===== config.mk =====
export PLATFORM = sky130hd
export DESIGN_NAME = dsrf_regfile
export DESIGN_NICKNAME = d
export VERILOG_FILES = /design/src/rtl/dsrf_pkg.sv /design/src/rtl/dsrf_addr_sel.sv /design/src/rtl/dsrf_store.sv /design/src/rtl/dsrf_rd_port.sv /design/src/rtl/dsrf_regfile.sv
export SDC_FILE = /design/constraint.sdc
export NUM_CORES = 1
export LEC_CHECK = 0
export ABC_CLOCK_PERIOD_IN_PS = 4800
export CAP_MARGIN = 20
export CORE_UTILIZATION = 60
export DETAILED_ROUTE_END_ITERATION = 12
export PLACE_DENSITY_LB_ADDON = 0.25
export SYNTH_ARGS = -nofsm -noshare
export SYNTH_HDL_FRONTEND = slang
export SYNTH_SLANG_ARGS = --single-unit

===== constraint.sdc =====
create_clock -name clk -period 4.8 [get_ports clk]
set_input_delay 1.44 -clock clk [delete_from_list [all_inputs] [get_ports clk]]
set_output_delay 1.44 -clock clk [all_outputs]
set_load 0.02 [all_outputs]

===== src/rtl/dsrf_pkg.sv =====
package dsrf_pkg;

  typedef enum logic {
    SRC_INSTR = 1'b0,
    SRC_MICRO = 1'b1
  } addr_src_e;

  localparam int PORT_WR  = 0;
  localparam int PORT_RDA = 1;
  localparam int PORT_RDB = 2;
  localparam int NPORTS   = 3;

endpackage


===== src/rtl/dsrf_addr_sel.sv =====
module dsrf_addr_sel
  import dsrf_pkg::*;
#(
  parameter int ADDR_W = 4
) (
  input  logic [ADDR_W-1:0] instr_addr,
  input  logic [ADDR_W:0]   micro_field,
  output logic [ADDR_W-1:0] sel_addr
);

  addr_src_e src;

  // top bit of the microinstruction field picks the address source
  assign src = addr_src_e'(micro_field[ADDR_W]);

  always_comb begin
    if (src == SRC_MICRO) sel_addr = micro_field[ADDR_W-1:0];
    else                  sel_addr = instr_addr;
  end

endmodule


===== src/rtl/dsrf_store.sv =====
module dsrf_store #(
  parameter int DATA_W = 16,
  parameter int ADDR_W = 4,
  localparam int NREGS = 1 << ADDR_W
) (
  input  logic                          clk,
  input  logic                          rst,
  input  logic                          wr_en,
  input  logic [ADDR_W-1:0]             wr_addr,
  input  logic [DATA_W-1:0]             wr_data,
  output logic [NREGS-1:0][DATA_W-1:0]  contents
);

  for (genvar i = 0; i < NREGS; i++) begin : g_reg
    if (i == 0) begin : g_zero
      // entry 0 has no storage element
      assign contents[i] = '0;
    end else begin : g_flop
      logic [DATA_W-1:0] q;
      always_ff @(posedge clk) begin
        if (rst)                                    q <= '0;
        else if (wr_en && wr_addr == ADDR_W'(i))    q <= wr_data;
      end
      assign contents[i] = q;
    end
  end

endmodule


===== src/rtl/dsrf_rd_port.sv =====
module dsrf_rd_port #(
  parameter int DATA_W = 16,
  parameter int ADDR_W = 4,
  localparam int NREGS = 1 << ADDR_W
) (
  input  logic [NREGS-1:0][DATA_W-1:0] contents,
  input  logic [ADDR_W-1:0]            rd_addr,
  output logic [DATA_W-1:0]            rd_data
);

  // combinational read; R5: register 0 forced to zero
  always_comb begin
    if (rd_addr == '0) rd_data = '0;
    else               rd_data = contents[rd_addr];
  end

endmodule


===== src/rtl/dsrf_regfile.sv =====
module dsrf_regfile
  import dsrf_pkg::*;
#(
  parameter int DATA_W = 16,
  parameter int ADDR_W = 4
) (
  input  logic              clk,
  input  logic              rst,
  input  logic [ADDR_W-1:0] ir_wr_addr,
  input  logic [ADDR_W-1:0] ir_rda_addr,
  input  logic [ADDR_W-1:0] ir_rdb_addr,
  input  logic [ADDR_W:0]   uc_wr_field,
  input  logic [ADDR_W:0]   uc_rda_field,
  input  logic [ADDR_W:0]   uc_rdb_field,
  input  logic              wr_en,
  input  logic [DATA_W-1:0] wr_data,
  output logic [DATA_W-1:0] rda_data,
  output logic [DATA_W-1:0] rdb_data
);

  localparam int NREGS   = 1 << ADDR_W;
  localparam int FIELD_W = ADDR_W + 1;

  logic [NPORTS-1:0][ADDR_W-1:0]  ir_addr;
  logic [NPORTS-1:0][FIELD_W-1:0] uc_field;
  logic [NPORTS-1:0][ADDR_W-1:0]  sel_addr;
  logic [NREGS-1:0][DATA_W-1:0]   contents;
  logic [1:0][DATA_W-1:0]         rd_bus;

  logic [ADDR_W-1:0] wr_sel;
  logic [ADDR_W-1:0] rda_sel;
  logic [ADDR_W-1:0] rdb_sel;

  assign ir_addr[PORT_WR]   = ir_wr_addr;
  assign ir_addr[PORT_RDA]  = ir_rda_addr;
  assign ir_addr[PORT_RDB]  = ir_rdb_addr;
  assign uc_field[PORT_WR]  = uc_wr_field;
  assign uc_field[PORT_RDA] = uc_rda_field;
  assign uc_field[PORT_RDB] = uc_rdb_field;

  // one independent source selector per port
  for (genvar p = 0; p < NPORTS; p++) begin : g_sel
    dsrf_addr_sel #(.ADDR_W(ADDR_W)) u_sel (
      .instr_addr  (ir_addr[p]),
      .micro_field (uc_field[p]),
      .sel_addr    (sel_addr[p])
    );
  end

  assign wr_sel  = sel_addr[PORT_WR];
  assign rda_sel = sel_addr[PORT_RDA];
  assign rdb_sel = sel_addr[PORT_RDB];

  dsrf_store #(.DATA_W(DATA_W), .ADDR_W(ADDR_W)) u_store (
    .clk      (clk),
    .rst      (rst),
    .wr_en    (wr_en),
    .wr_addr  (wr_sel),
    .wr_data  (wr_data),
    .contents (contents)
  );

  // two independent read ports
  for (genvar r = 0; r < 2; r++) begin : g_rd
    dsrf_rd_port #(.DATA_W(DATA_W), .ADDR_W(ADDR_W)) u_rd (
      .contents (contents),
      .rd_addr  (sel_addr[PORT_RDA + r]),
      .rd_data  (rd_bus[r])
    );
  end

  assign rda_data = rd_bus[0];
  assign rdb_data = rd_bus[1];

endmodule


==> reports/results.ini <==
[outcome]
status=complete, but fails checks
failed_checks=negative setup slack

[setup_path]
cp_max_fo=17
cp-start-kind=primary input
rr_worst_depth=2
path_buf_inv=5
path_cells=buf_6, buf_8, mux2i_4, nor2_4, buf_12, a221oi_1, a31o_1, a211oi_1, buf_4, buf_2
critPathArrivalTime_ns=3.38
end_kind=output port
worstSetupPathType=primary input to output port
cp.required_ns=3.36
crit_path_max_incr_delay_ns=0.41
crit_family=buffers and inverters
cp_slowest_cell=mux2i_4
crit_cells=10

[layout]
fillers=1339
final_cell_mix=dfxtp_1 (240), nor2_1 (229), nand2_1 (220)
multi_input_area_um2=8322
nets=1786
largest_register_ffs=240
area_growth_pct=30.90
drive_above_1_share_pct=28.01
top_regs=u_store.g.g_flop.q (240)
final_util_pct=80.26
layout_commonest_cell=dfxtp_1
final-seq-area_um2=4805
regMostFlops=u_store.g.g_flop.q
diodes=0

[timing]
max_slew_margin_pct=43.53
clock.fmax_mhz=207.4
setup_viol=3
slew_viol_final=0
finalCriticalPeriod_ns=4.822
final_hold_viol_count=0
skew_ns=0
worstMarginPinSlew_ns=0.8444
fin_ws_ns=-0.02210
finalCritPeriodShare_pct=100.5

[die]
start_util_pct=61.31
die_area_um2=22970
core_area_um2=21890
chipWidth_um=151.6
die_h_um=151.6
io_pins=78
num_rows=54

[job]
drv_cap=0

[placement]
hpwl_um=32970
port_buffers=77
gp_congestion=0.9692

[logic_synthesis]
synth.distinct_cells=56
syn_inst=1537
synth_enable_flop_cells=0
async_flop_share_pct=0
synth_seq_cells=240
synth.net_count=1583
yosysSeqAreaShare_pct=35.80
yosys_most_used_dff=dfxtp_1
avgSynthCellArea_um2=8.732
yosys_warnings=0
syn_area_um2=13420

[route]
drc_errors=0
wire_per_inst_um=26.76
vias=14430
drtPass1Iterations=9
wl_um=54600
routed_via_density=7.075
drt_first_iter_violations=2289
ant_nets=0

[grt]
overflow=0
grt_pass1_wl_um=80470
antenna_found_initial=1
grt_pass1_vias=13910
grt_max_degree=103
grtUsageTotal_pct=47.17

[cts]
postCtsHoldBufs=0
cts_buffers=26
clkSlewWorstSetupHoldPaths_ns=0.06
clock_path_buffers=3
htreeDepth=1
clk_latency_ns=0.54
numClockSinks=240
cts_tree=yes
cts-root-buf=clkbuf_16

[power_and_ir_drop]
power.leakage_nw=7.913
powerDensity_nw_per_um2=318.9
vdd_drop_max_mv=0.2958
p_total_mw=5.603

[worst_hold_path]
hold_path_depth=2
hold_path.class=flip-flop to flip-flop

==> kinds of logic (layout without fill, tap and decap cells) <==
family                 after synthesis  in the layout  synth area share [%]
AO/OA/AOI/OAI                      281            281                 15.61
buffers and inverters              147            369                 5.789
flip-flops                         240            240                 35.80
multiplexers                       293            294                 24.79
AND/OR/NAND/NOR                    576            576                 18.01
==> stage by stage <==
stage	hold slack, ns	instance area [um^2]	instances	worst slack (ns)	setup TNS (ns)
CTS	0.4800	17410	2035	-0.04881	-0.07107
global route	0.5033	17570	2040	-0.04565	-0.09101
detailed placement	0.4653	15820	1959	-1.013	-28.30
finish	0.4858	17570	2040	-0.02210	-0.03511
floorplan	0.4430	13420	1537	0.1290	0
global placement	0.4594	15820	1959	-1.035	-27.97
==> layer usage <==
layer / up-vias / track usage (%) / wire length [um] / part of all wire (%)
met5: - / 0.6818 / 105 / 0.19
met4: 6 / 33.07 / 5030 / 9.2
met3: 510 / 19.64 / 8839 / 16
met2: 1374 / 68.13 / 22040 / 40
met1: 6622 / 56.41 / 18580 / 34
li1: 5921 / - / - / -
==> final timing paths <==
path                                 start                            end  slack (ns)
max                        uc_rdb_field[4]                    rdb_data[4]       -0.02
max reg2reg  u_store.g_reg[5].g_flop.q[10]  u_store.g_reg[5].g_flop.q[10]        4.00
min reg2reg  u_store.g_reg[4].g_flop.q[15]  u_store.g_reg[4].g_flop.q[15]        0.49
min          u_store.g_reg[4].g_flop.q[15]  u_store.g_reg[4].g_flop.q[15]        0.49
==> power breakdown <==
group / internal (mW) / switching (mW)
registers: 2.02 / 0.0268
clock network: 1.57 / 0.863
logic: 0.479 / 0.646
==> synthesized netlist by cell type (all sizes together), types with 13 or more instances <==
| library cell | number | area [um^2] |
|---|---|---|
| dfxtp | 240 | 4805 |
| mux2 | 49 | 585.6 |
| a21oi | 102 | 510.5 |
| o2bb2ai | 13 | 113.9 |
| nor2 | 232 | 880.9 |
| a31o | 14 | 122.6 |
| clkbuf | 66 | 247.7 |
| mux2i | 222 | 2246 |
| a2bb2oi | 13 | 113.9 |
| a2111oi | 25 | 219.0 |
| a221o | 14 | 140.1 |
| nand2 | 231 | 912.1 |
| o2111ai | 14 | 122.6 |
| a211oi | 14 | 120.1 |
| a221oi | 26 | 227.7 |
| mux4 | 22 | 495.5 |
| nand3 | 72 | 360.4 |
| nor2b | 18 | 112.6 |
| buf | 74 | 503.0 |
| o31ai | 14 | 105.1 |
==> tightest hold or removal path: cells and delay by family, from the launching register on <==
kind / cells / cell delay [ns]
simple gates: 1 / 0.06
compound gates: 1 / 0.05
flops: 1 / 0.33
==> final cells by class <==
| cell class | instances | share of cell area, % |
|---|---|---|
| inverters | 7 | 0.1496 |
| clock buffers | 35 | 4.244 |
| clock inverters | 13 | 1.652 |
| repair buffers | 314 | 17.25 |
| flip-flops and latches | 240 | 27.35 |
| well taps | 280 | 1.994 |
| multi-input cells | 1151 | 47.36 |
==> timing repair <==
action	in CTS	in global routing
setup buffers	24	5
cloned	4	1
setup endpoints to repair	32	31
gates resized for setup	251	61
pin swaps	11	8
(Power assumes the default switching activity.)
